### src/rtl/adc_emu_pkg.sv
package adc_emu_pkg;
    typedef enum logic [1:0] {
        RD_IDLE  = 2'd0,
        RD_SHIFT = 2'd1,
        RD_HOLD  = 2'd2
    } rd_state_e;

    typedef enum logic {
        CV_IDLE = 1'b0,
        CV_RUN  = 1'b1
    } cv_state_e;
endpackage

### src/rtl/adc_emu_conv.sv
module adc_emu_conv
    import adc_emu_pkg::*;
#(
    parameter int DATA_W     = 8,
    parameter int CONV_TICKS = 36
) (
    input  logic              clk,
    input  logic              rst_n,
    input  logic              tick,
    input  logic              start,
    input  logic [DATA_W-1:0] sample,
    output logic              busy,
    output logic [DATA_W-1:0] result
);
    localparam int TW = (CONV_TICKS > 1) ? $clog2(CONV_TICKS) : 1;
    localparam logic [TW-1:0] TLAST = TW'(CONV_TICKS - 1);

    cv_state_e         cv_q, cv_d;
    logic [TW-1:0]     tcnt;
    logic [DATA_W-1:0] held;
    logic [DATA_W-1:0] result_q;
    logic              last;

    assign last = (cv_q == CV_RUN) && tick && (tcnt == TLAST);

    always_ff @(posedge clk or negedge rst_n) begin
        if (!rst_n) cv_q <= CV_IDLE;
        else        cv_q <= cv_d;
    end

    always_comb begin
        cv_d = cv_q;
        unique case (cv_q)
            CV_IDLE: if (start) cv_d = CV_RUN;
            CV_RUN:  if (last)  cv_d = CV_IDLE;
        endcase
    end

    always_ff @(posedge clk or negedge rst_n) begin
        if (!rst_n) begin
            tcnt     <= '0;
            held     <= '0;
            result_q <= '0;
        end else begin
            if (cv_q == CV_IDLE && start) begin
                held <= sample;
                tcnt <= '0;
            end else if (cv_q == CV_RUN && tick) begin
                tcnt <= tcnt + TW'(1);
            end
            if (last) result_q <= held;
        end
    end

    always_comb begin
        busy   = (cv_q == CV_RUN);
        result = result_q;
    end

    // a start while idle always begins a conversion
    assert_start_runs_R5: assert property (@(posedge clk) disable iff (!rst_n)
        (start && !busy) |=> busy);
    // the stored result holds until the final tick of a running conversion
    assert_hold_result_R8: assert property (@(posedge clk) disable iff (!rst_n)
        (busy && !last) |=> $stable(result));
    // with no conversion running the stored result never moves
    assert_idle_stable_R7: assert property (@(posedge clk) disable iff (!rst_n)
        !busy |=> $stable(result));
    // tick counter stays inside the conversion length
    assert_tick_bound_R6: assert property (@(posedge clk) disable iff (!rst_n)
        busy |-> (tcnt <= TLAST));
endmodule

### config.mk
export PLATFORM = sky130hd
export DESIGN_NAME = adc_emu_conv
export DESIGN_NICKNAME = d
export VERILOG_FILES = /design/src/rtl/adc_emu_pkg.sv /design/src/rtl/adc_emu_conv.sv
export SDC_FILE = /design/constraint.sdc
export NUM_CORES = 1
export LEC_CHECK = 0
export BUFFER_PORTS_ARGS = -buffer_cell sky130_fd_sc_hd__buf_4
export CAP_MARGIN = 20
export CORE_MARGIN = 3
export CORE_UTILIZATION = 30
export CTS_CLUSTER_DIAMETER = 200
export DETAILED_ROUTE_END_ITERATION = 7
export GPL_TIMING_DRIVEN = 0
export PLACE_DENSITY = 0.49
export SYNTH_ARGS = -nofsm -noshare
export SYNTH_HDL_FRONTEND = slang
export SYNTH_SLANG_ARGS = --single-unit
### constraint.sdc
create_clock -name clk -period 4.8 [get_ports clk]
set_input_delay 0.96 -clock clk [delete_from_list [all_inputs] [get_ports clk]]
set_output_delay 0.96 -clock clk [all_outputs]
set_load 0.1 [all_outputs]
After elaboration in Yosys (flattened, before gate mapping) --
Cells that the tools add are included. Widths: inputs -> output; s select.
Storage, ports and cells: register bits 23, output and inout bits 9
Operators by class: reduce and logical (&&, ||, !) cells 4, bitwise gates (word level) 1, equality and inequality tests 1, add/subtract/negate cells 1, multiplexer cells 5
Operator list (number):
- $mux 6 | 2
- $add 6x1->6 const B | 1
- $eq 6x6->1 const B | 1
- $logic_and 1x1->1 | 3
- $mux 1 | 2
- $pmux 1 s2 | 1
- $reduce_bool 2->1 | 1
- $not 1->1 | 1

Logic depth before layout (Yosys ltp) --
Gate-level depths: netlist of the first run.
depth in word-level cells 4, mapped depth 5

Least setup slack after synthesis of the first run --
OpenSTA, ideal clock, no wires.
path type register -> register, start point register cv_q, in the netlist busy, end point register result_q[0], in the netlist result[0], path slack 2.611 ns, clock period less this slack 2.189 ns, arrival time 2.064 ns, stages on the path, launching flop included 5, library setup time 0.125 ns, required time 4.675 ns, path buffers 1, cells stage by stage dfrtp_1 -> buf_2 -> nand4_2 -> nor4_4 -> mux2_2
Between the ends: longest elaborated chain between the ends 2
Ends and longest elaborated chain:
- start, declared | line adc_emu_conv.sv:18 | cv_state_e cv_q, cv_d;
- start signal, assigned | line adc_emu_conv.sv:28 | else cv_q <= cv_d;
- $logic_and 1x1->1 (2 in series) | line adc_emu_conv.sv:24 | assign last = (cv_q == CV_RUN) && tick && (tcnt == TLAST);
- end signal, assigned | line adc_emu_conv.sv:51 | if (last) result_q <= held;
- end, declared | line adc_emu_conv.sv:21 | logic [DATA_W-1:0] result_q;
Every way passes these cells. A chain may end at the register's enable or synchronous reset.

Final worst setup path of the first run --
start point input tick, end point register result_q[2], in the netlist result[2]
Between the ends: longest elaborated chain between the ends 2
Ends and longest elaborated chain:
- start, declared | line adc_emu_conv.sv:9 | input logic tick,
- $logic_and 1x1->1 (2 in series) | line adc_emu_conv.sv:24
Every way passes these cells.

==> implementation parameters, run 1 <==
Parameter                              Value

Clock tree
  Cell at the root of the clock tree    sky130_fd_sc_hd__clkbuf_4
  Clock latency reported for the late side of the worst-skew pair    0.31 ns
  # resized after CTS    0
  Quantity of hold-fixing buffers added after cts    0
  Clock Path Buffers    2
  Clock tree from TritonCTS    built
  CTS HTree Levels    1
  Number of sinks driven by the clock tree    23
  Inserted Clock Buffers    3
  Clock input transition at the sequential cells of the worst setup and hold paths    0.13 ns
  # Post-CTS Setup Buffers    0

STA
  Worst-case hold slack    0.486 ns
  Tcrit/Tclk final    0.405
  Max-slew headroom at the worst pin    0.543
  Period minus WS final    1.95 ns
  Number of max-slew violations in the final report    0
  Fin. Hold Viols    0
  Final setup vio count    0
  Transition time at the pin with the least slew margin    0.681 ns
  Clock Skews    0.00494 ns
  RSZ-0062 raised after global routing    no
  Setup ws final    2.85 ns
  Timing-limited maximum frequency    514 MHz
  Setup TNS Final    0 ns

Pwr
  Maximum vdd ir drop    173 uV
  Sum of internal, switching and leakage power    0.000598 W
  Clock power share    0.148
  Portion of total power attributed to sequential cells    0.480
  Combinational power share    0.372
  Net Sw Power    0.000241 W
  Leakage Power    0.602 nW
  Switching part of the total    0.404
  Internal cell power    0.000356 W
  P per Cell Area    500 nW/um^2

Die
  Area inside the core boundary    2900 sq um
  Top-Level Pins    21
  Die extent in y    62.7 um
  Cell Rows    19
  Die area    3940 sq um
  Starting density of the core    0.333
  Die Span X    62.7 um

Run
  Reported max-cap violation count    0

Critical path
  Startpoint of the most critical register-to-register path    tcnt[0]
  Crit Path Max Fanout    9
  Type of element launching the critical path    input pin
  Path type of the worst setup path    in2reg
  Type of destination of the critical path    flip-flop
  Required time of the worst setup path    5.01 ns
  Crit path DAT    2.16 ns
  Worst Setup SP    tick

Synthesis
  Synth Warn #    0
  Most repeated cell in the gate-level netlist after synthesis    sky130_fd_sc_hd__nand2_1
  Post-synthesis sequential area ratio    0.596
  Library cell occupying the most area in the post-synthesis netlist    sky130_fd_sc_hd__dfrtp_1
  Syn_area_per_cell    11.6 sq um
  Gate count of the mapped netlist    83
  Primary flip-flop cell chosen by synthesis mapping    sky130_fd_sc_hd__dfrtp_1
  Most frequent cells after synthesis    sky130_fd_sc_hd__nand2_1 (25), sky130_fd_sc_hd__dfrtp_1 (23), sky130_fd_sc_hd__mux2_2 (9)
  Share of synthesized flip-flops with an asynchronous set or reset    1.00
  Number of storage elements in the synthesis netlist    23
  Net Count, Synth    96
  Main area contributors after synthesis    sky130_fd_sc_hd__dfrtp_1 (60%), sky130_fd_sc_hd__mux2_2 (10%), sky130_fd_sc_hd__nand2_1 (9.7%), sky130_fd_sc_hd__a22o_1 (3.6%), sky130_fd_sc_hd__nor4_4 (2.2%)
  Number of enable-type register cells in the synthesized netlist    0
  Yosys top cell area share    0.596
  Post-synthesis cell area    966 sq um
  Unique masters post-synth    20

Route
  Average wire length per cell after detail routing    12.2 um
  Average via count per standard cell    4.48
  Number of iterations in the first detailed-routing pass    4
  Violation count after the first detailed-route iteration    11
  DRT Wirelength    1.82 mm
  Detailed-route via count    668
  DRC violations left    0
  Number of routed nets with antenna violations    0

Run status
  Status    completed

Placement
  Global placer's final weighted congestion    0.672
  Estimated wirelength of the detail-placed design    1.26 mm
  Worst slack, placed    2.47 ns
  Post-Place Cells    145
  Input/output buffers    20

Min path
  Startpoint of the worst hold path    held[7]
  Min-delay worst type    reg2reg

GRT
  Antenna violations before repair    0
  First-pass GRT wire length    3.26 mm
  Overall overflow remaining after global route    0
  GRT Overall Usage    0.104
  Via count of the first global-routing pass    716
  Maximum number of pins on one net before global-route repair    24

Final layout
  Multi-input gate area in the final layout    370 sq um
  Cell Count, Final, Fillers Out    149
  Flip-flop and latch area    576 sq um
  Layout cell share with drive strength beyond 1    0.336
  NumNets Final    121
  Synth-to-layout area growth    23.8%
  Filler cell count    297
  Number of diodes    0
metal layers:
| metal | part of all wire | up-vias | global-route usage |
|---|---|---|---|
| met1 | 0.46 | 322 | 0.132 |
| met3 | 0.043 | 2 | 0.0252 |
| li1 | - | 332 | - |
| met4 | 0.0088 | 0 | 0.0413 |
| met2 | 0.49 | 12 | 0.169 |
| met5 | 0 | - | 0 |
layout make-up:
cell class | count | share of cell area
flip-flops and latches | 23 | 0.481
multi-input cells | 55 | 0.310
repair buffers | 20 | 0.126
well taps | 42 | 0.0439
clock buffers | 3 | 0.0188
plain buffers | 4 | 0.0136
clock inverters | 1 | 0.00418
inverters | 1 | 0.00314
worst max-delay path, cell delays in order:
cell                      delay, ns
sky130_fd_sc_hd__buf_4         0.12
sky130_fd_sc_hd__nand4_2       0.13
sky130_fd_sc_hd__nor4_4        0.53
sky130_fd_sc_hd__mux2_2        0.41
power by group through the flow:
stage	registers (W)	clock network, W	logic [W]
after floorplan	0.000363	0	0.0000990
after global placement	0.000288	0	0.000220
after detailed placement	0.000291	0	0.000224
after CTS	0.000287	0.0000927	0.000226
after global routing	0.000296	0.000102	0.000244
final	0.000287	0.0000885	0.000222
flip-flops by register name, indices dropped and copies added, names as in the netlist:
| name | flops |
|---|---|
| held | 8 |
| result | 8 |
| tcnt | 6 |
| busy | 1 |
layout by cell type (no fill, tap or decap):
cell type,instances
sky130_fd_sc_hd__nand2_1,25
sky130_fd_sc_hd__dfrtp_1,23
sky130_fd_sc_hd__buf_4,20
sky130_fd_sc_hd__mux2_2,9
sky130_fd_sc_hd__a22o_1,4
sky130_fd_sc_hd__clkbuf_4,3
sky130_fd_sc_hd__clkbuf_1,2
sky130_fd_sc_hd__nor2_1,2
sky130_fd_sc_hd__nand4_1,2
sky130_fd_sc_hd__xnor2_1,2
sky130_fd_sc_hd__o211ai_1,2
sky130_fd_sc_hd__o31ai_1,2
sky130_fd_sc_hd__buf_2,1
sky130_fd_sc_hd__nand4_2,1
sky130_fd_sc_hd__nor4_4,1
sky130_fd_sc_hd__nor2b_1,1
sky130_fd_sc_hd__buf_1,1
sky130_fd_sc_hd__nand2b_1,1
sky130_fd_sc_hd__inv_1,1
sky130_fd_sc_hd__nand3_1,1
sky130_fd_sc_hd__xor2_1,1
sky130_fd_sc_hd__ha_1,1
sky130_fd_sc_hd__clkinv_2,1
path summary, 6_finish.rpt:
check | endpoint | slack [ns] | cells after the start
worst max-delay path | result[2] | 2.85 | 4
worst min-delay path | held[7] | 0.49 | 2
worst max register to register | result[2] | 2.98 | 4
worst min register to register | held[7] | 0.49 | 2
max in group asynchronous | held[4] | 4.05 | 1
min in group asynchronous | tcnt[5] | 0.52 | 1
stage by stage:
stage / area (sq um) / util
floorplan: 966 / -
global placement: 1170 / 0.403
detailed placement: 1170 / 0.403
CTS: 1200 / 0.412
global route: 1200 / 0.412
finish: 1200 / 0.412
cells by family after synthesis:
| logic type | share of synthesized area |
|---|---|
| AO/OA/AOI/OAI | 0.0673 |
| XOR/XNOR | 0.0272 |
| adder cells (fa/ha/maj) | 0.0130 |
| buffers and inverters | 0.0207 |
| flip-flops | 0.596 |
| multiplexers | 0.105 |
| AND/OR/NAND/NOR | 0.171 |
No activity file was read; power rests on OpenSTA's default activity.
==> inputs of run 2 (changes only) <==
--- a/config.mk
+++ b/config.mk
@@ -12,7 +12,7 @@
 export CTS_CLUSTER_DIAMETER = 200
 export DETAILED_ROUTE_END_ITERATION = 7
 export GPL_TIMING_DRIVEN = 0
-export PLACE_DENSITY = 0.49
+export PLACE_DENSITY = 0.51
 export SYNTH_ARGS = -nofsm -noshare
 export SYNTH_HDL_FRONTEND = slang
 export SYNTH_SLANG_ARGS = --single-unit
==> constraint.sdc (replaced) <==
create_clock -name clk -period 1.7 [get_ports clk]
set_input_delay 0.34 -clock clk [delete_from_list [all_inputs] [get_ports clk]]
set_output_delay 0.34 -clock clk [all_outputs]
set_load 0.1 [all_outputs]
==> implementation parameters, run 2 (same netlist as run 1, synthesis figures left out) <==
Parameter                              Value

Run status
  Status    completed

Route
  DRC violations left    0 (unchanged)
  Number of iterations in the first detailed-routing pass    4 (unchanged)
  DRT Wirelength    1.78 mm (-2.0%)
  Number of routed nets with antenna violations    0 (unchanged)
  Detailed-route via count    686 (+2.7%)
  Average via count per standard cell    4.45 (-0.64%)
  Average wire length per cell after detail routing    11.6 um (-5.2%)
  Violation count after the first detailed-route iteration    22 (+11)

Critical path
  Worst Setup SP    tcnt[0]
  Path type of the worst setup path    reg2reg
  Type of element launching the critical path    flip-flop
  Type of destination of the critical path    flip-flop
  Startpoint of the most critical register-to-register path    tcnt[0]
  Required time of the worst setup path    1.90 ns (-3.11 ns)
  Crit path DAT    1.78 ns (-0.38 ns)
  Crit Path Max Fanout    7 (-2)

GRT
  GRT Overall Usage    0.0974 (-0.00643)
  Most Crowded Layer GR    met2
  Maximum number of pins on one net before global-route repair    24 (unchanged)
  Via count of the first global-routing pass    671 (-6.3%)
  Routing usage on met1    0.122 (-0.0100)
  Antenna violations before repair    0 (unchanged)
  Overall overflow remaining after global route    0 (unchanged)
  Global routing met3 resource utilization    0.0270 (+0.00180)
  First-pass GRT wire length    3.04 mm (-6.8%)
  GR Layer Usage met2    0.157 (-0.0120)

STA
  Tcrit/Tclk final    0.928
  Clock Skews    0.00331 ns (-0.00163 ns)
  RSZ-0062 raised after global routing    no
  Final setup vio count    0 (unchanged)
  Max-slew headroom at the worst pin    0.681 (+0.138)
  Number of max-slew violations in the final report    0 (unchanged)
  Transition time at the pin with the least slew margin    0.479 ns (-0.202 ns)
  Setup TNS Final    0 ns (unchanged)
  Period minus WS final    1.58 ns
  Timing-limited maximum frequency    634 MHz
  Fin. Hold Viols    0 (unchanged)

Placement
  Global placer's final weighted congestion    0.655 (-2.5%)
  Placed Instance Area    1180 sq um (+0.86%)
  Input/output buffers    20 (unchanged)
  Estimated wirelength of the detail-placed design    1.28 mm (+1.8%)
  Post-Place Cells    145 (unchanged)

Clock tree
  Clock tree from TritonCTS    built
  Inserted Clock Buffers    3 (unchanged)
  Clock input transition at the sequential cells of the worst setup and hold paths    0.13 ns (about the same)
  Number of sinks driven by the clock tree    23 (unchanged)
  CTS HTree Levels    1 (unchanged)
  Clock Path Buffers    2 (unchanged)
  Clock latency reported for the late side of the worst-skew pair    0.30 ns (about the same)
  Cell at the root of the clock tree    sky130_fd_sc_hd__clkbuf_4

Final layout
  Layout cell share with drive strength beyond 1    0.366 (+0.0296)
  Synth-to-layout area growth    29.4%
  Number of diodes    0 (unchanged)
  Most frequent cells in the layout    sky130_fd_sc_hd__nand2_1 (25), sky130_fd_sc_hd__buf_4 (23), sky130_fd_sc_hd__dfrtp_1 (22), sky130_fd_sc_hd__mux2_2 (9), sky130_fd_sc_hd__a22o_1 (4)
  Final design instance area without fill    1250 sq um (+4.5%)
  Leading cell type in the layout, fill and taps excluded    sky130_fd_sc_hd__nand2_1
  Cell Count, Final, Fillers Out    154 (+3.4%)
  NumNets Final    126 (+4.1%)

Pwr
  Leakage Power    0.632 nW (+5.0%)
  Maximum vdd ir drop    535 uV (+210%)
  P per Cell Area    1360 nW/um^2 (+170%)

Die
  Starting density of the core    0.333 (unchanged)
  Die Span X    62.7 um (unchanged)
  Die area    3940 sq um (unchanged)
  Area inside the core boundary    2900 sq um (unchanged)
  Top-Level Pins    21 (unchanged)
  Cell Rows    19 (unchanged)
  Die extent in y    62.7 um (unchanged)

Min path
  Startpoint of the worst hold path    sample[7]
  Min-delay worst type    in2reg

Run
  Reported max-cap violation count    0 (unchanged)
run 2: cell types whose count changed in the layout (fill, tap and decap cells not counted):
cell                            before  now
sky130_fd_sc_hd__dfrtp_1            23   22
sky130_fd_sc_hd__dlygate4sd3_1       0    1
sky130_fd_sc_hd__buf_2               1    0
sky130_fd_sc_hd__buf_6               0    2
sky130_fd_sc_hd__buf_4              20   23
sky130_fd_sc_hd__dfrtp_4             0    1
run 2: power breakdown:
part / switching [W] / total, W / internal [W]
registers: 0.000115 / 0.000810 / 0.000695
clock network: 0.000159 / 0.000246 / 0.0000876
logic: 0.000405 / 0.000649 / 0.000243
total: 0.000679 / 0.00170 / 0.00103
run 2: worst paths after layout:
| path | endpoint | slack, ns | cells past startpoint |
|---|---|---|---|
| worst max register to register | result[6] | 0.12 | 5 |
| worst min register to register | held[6] | 0.49 | 2 |
| min in group asynchronous | held[0] | 0.46 | 2 |
| worst min-delay path | held[7] | 0.21 | 3 |
| max in group asynchronous | busy | 0.99 | 2 |
| worst max-delay path | result[6] | 0.12 | 5 |
run 2: worst max-delay path: stages, from the launching register on:
cell and delay [ns]:
sky130_fd_sc_hd__dfrtp_1 0.42, sky130_fd_sc_hd__ha_1 0.22, sky130_fd_sc_hd__nand4_2 0.13, sky130_fd_sc_hd__nor4_4 0.19, sky130_fd_sc_hd__buf_6 0.18, sky130_fd_sc_hd__mux2_2 0.33
run 2: cell type report:
| cell class | instances | area [sq um] |
|---|---|---|
| fill | 306 | 1650 |
| sequential | 23 | 579 |
| multi-input combinational | 55 | 370 |
| timing repair buffer | 25 | 194 |
| tap | 42 | 52.6 |
| clock buffer | 3 | 22.5 |
| buffer | 4 | 22.5 |
| clock inverter | 1 | 5.00 |
| inverter | 1 | 3.75 |
run 2: metrics by stage:
step | setup WS, ns | hold WS, ns | total power, W | util
4_1_cts | 0.0955 | 0.206 | 0.00171 | 0.427
2_1_floorplan | -0.106 | 0.0444 | 0.00131 | -
6_report | 0.122 | 0.215 | 0.00170 | 0.431
5_1_grt | 0.0160 | 0.206 | 0.00181 | 0.431
3_5_place_dp | -0.196 | 0.256 | 0.00146 | 0.406
3_3_place_gp | -0.207 | 0.251 | 0.00144 | 0.406
run 2: layer usage:
metal,share of wire,up-vias
met2,0.49,13
li1,-,339
met3,0.043,2
met4,0.0090,0
met1,0.45,332
met5,0,-
run 2: what timing repair did:
action                                  in CTS  in global routing
endpoints found under the setup margin       8                  3
gates cloned                                 0                  0
pin swaps                                    1                  0
resized for setup                            0                  1
endpoints found under the hold margin       23                  0
setup buffers                                3                  1
hold buffers                                 1                  0
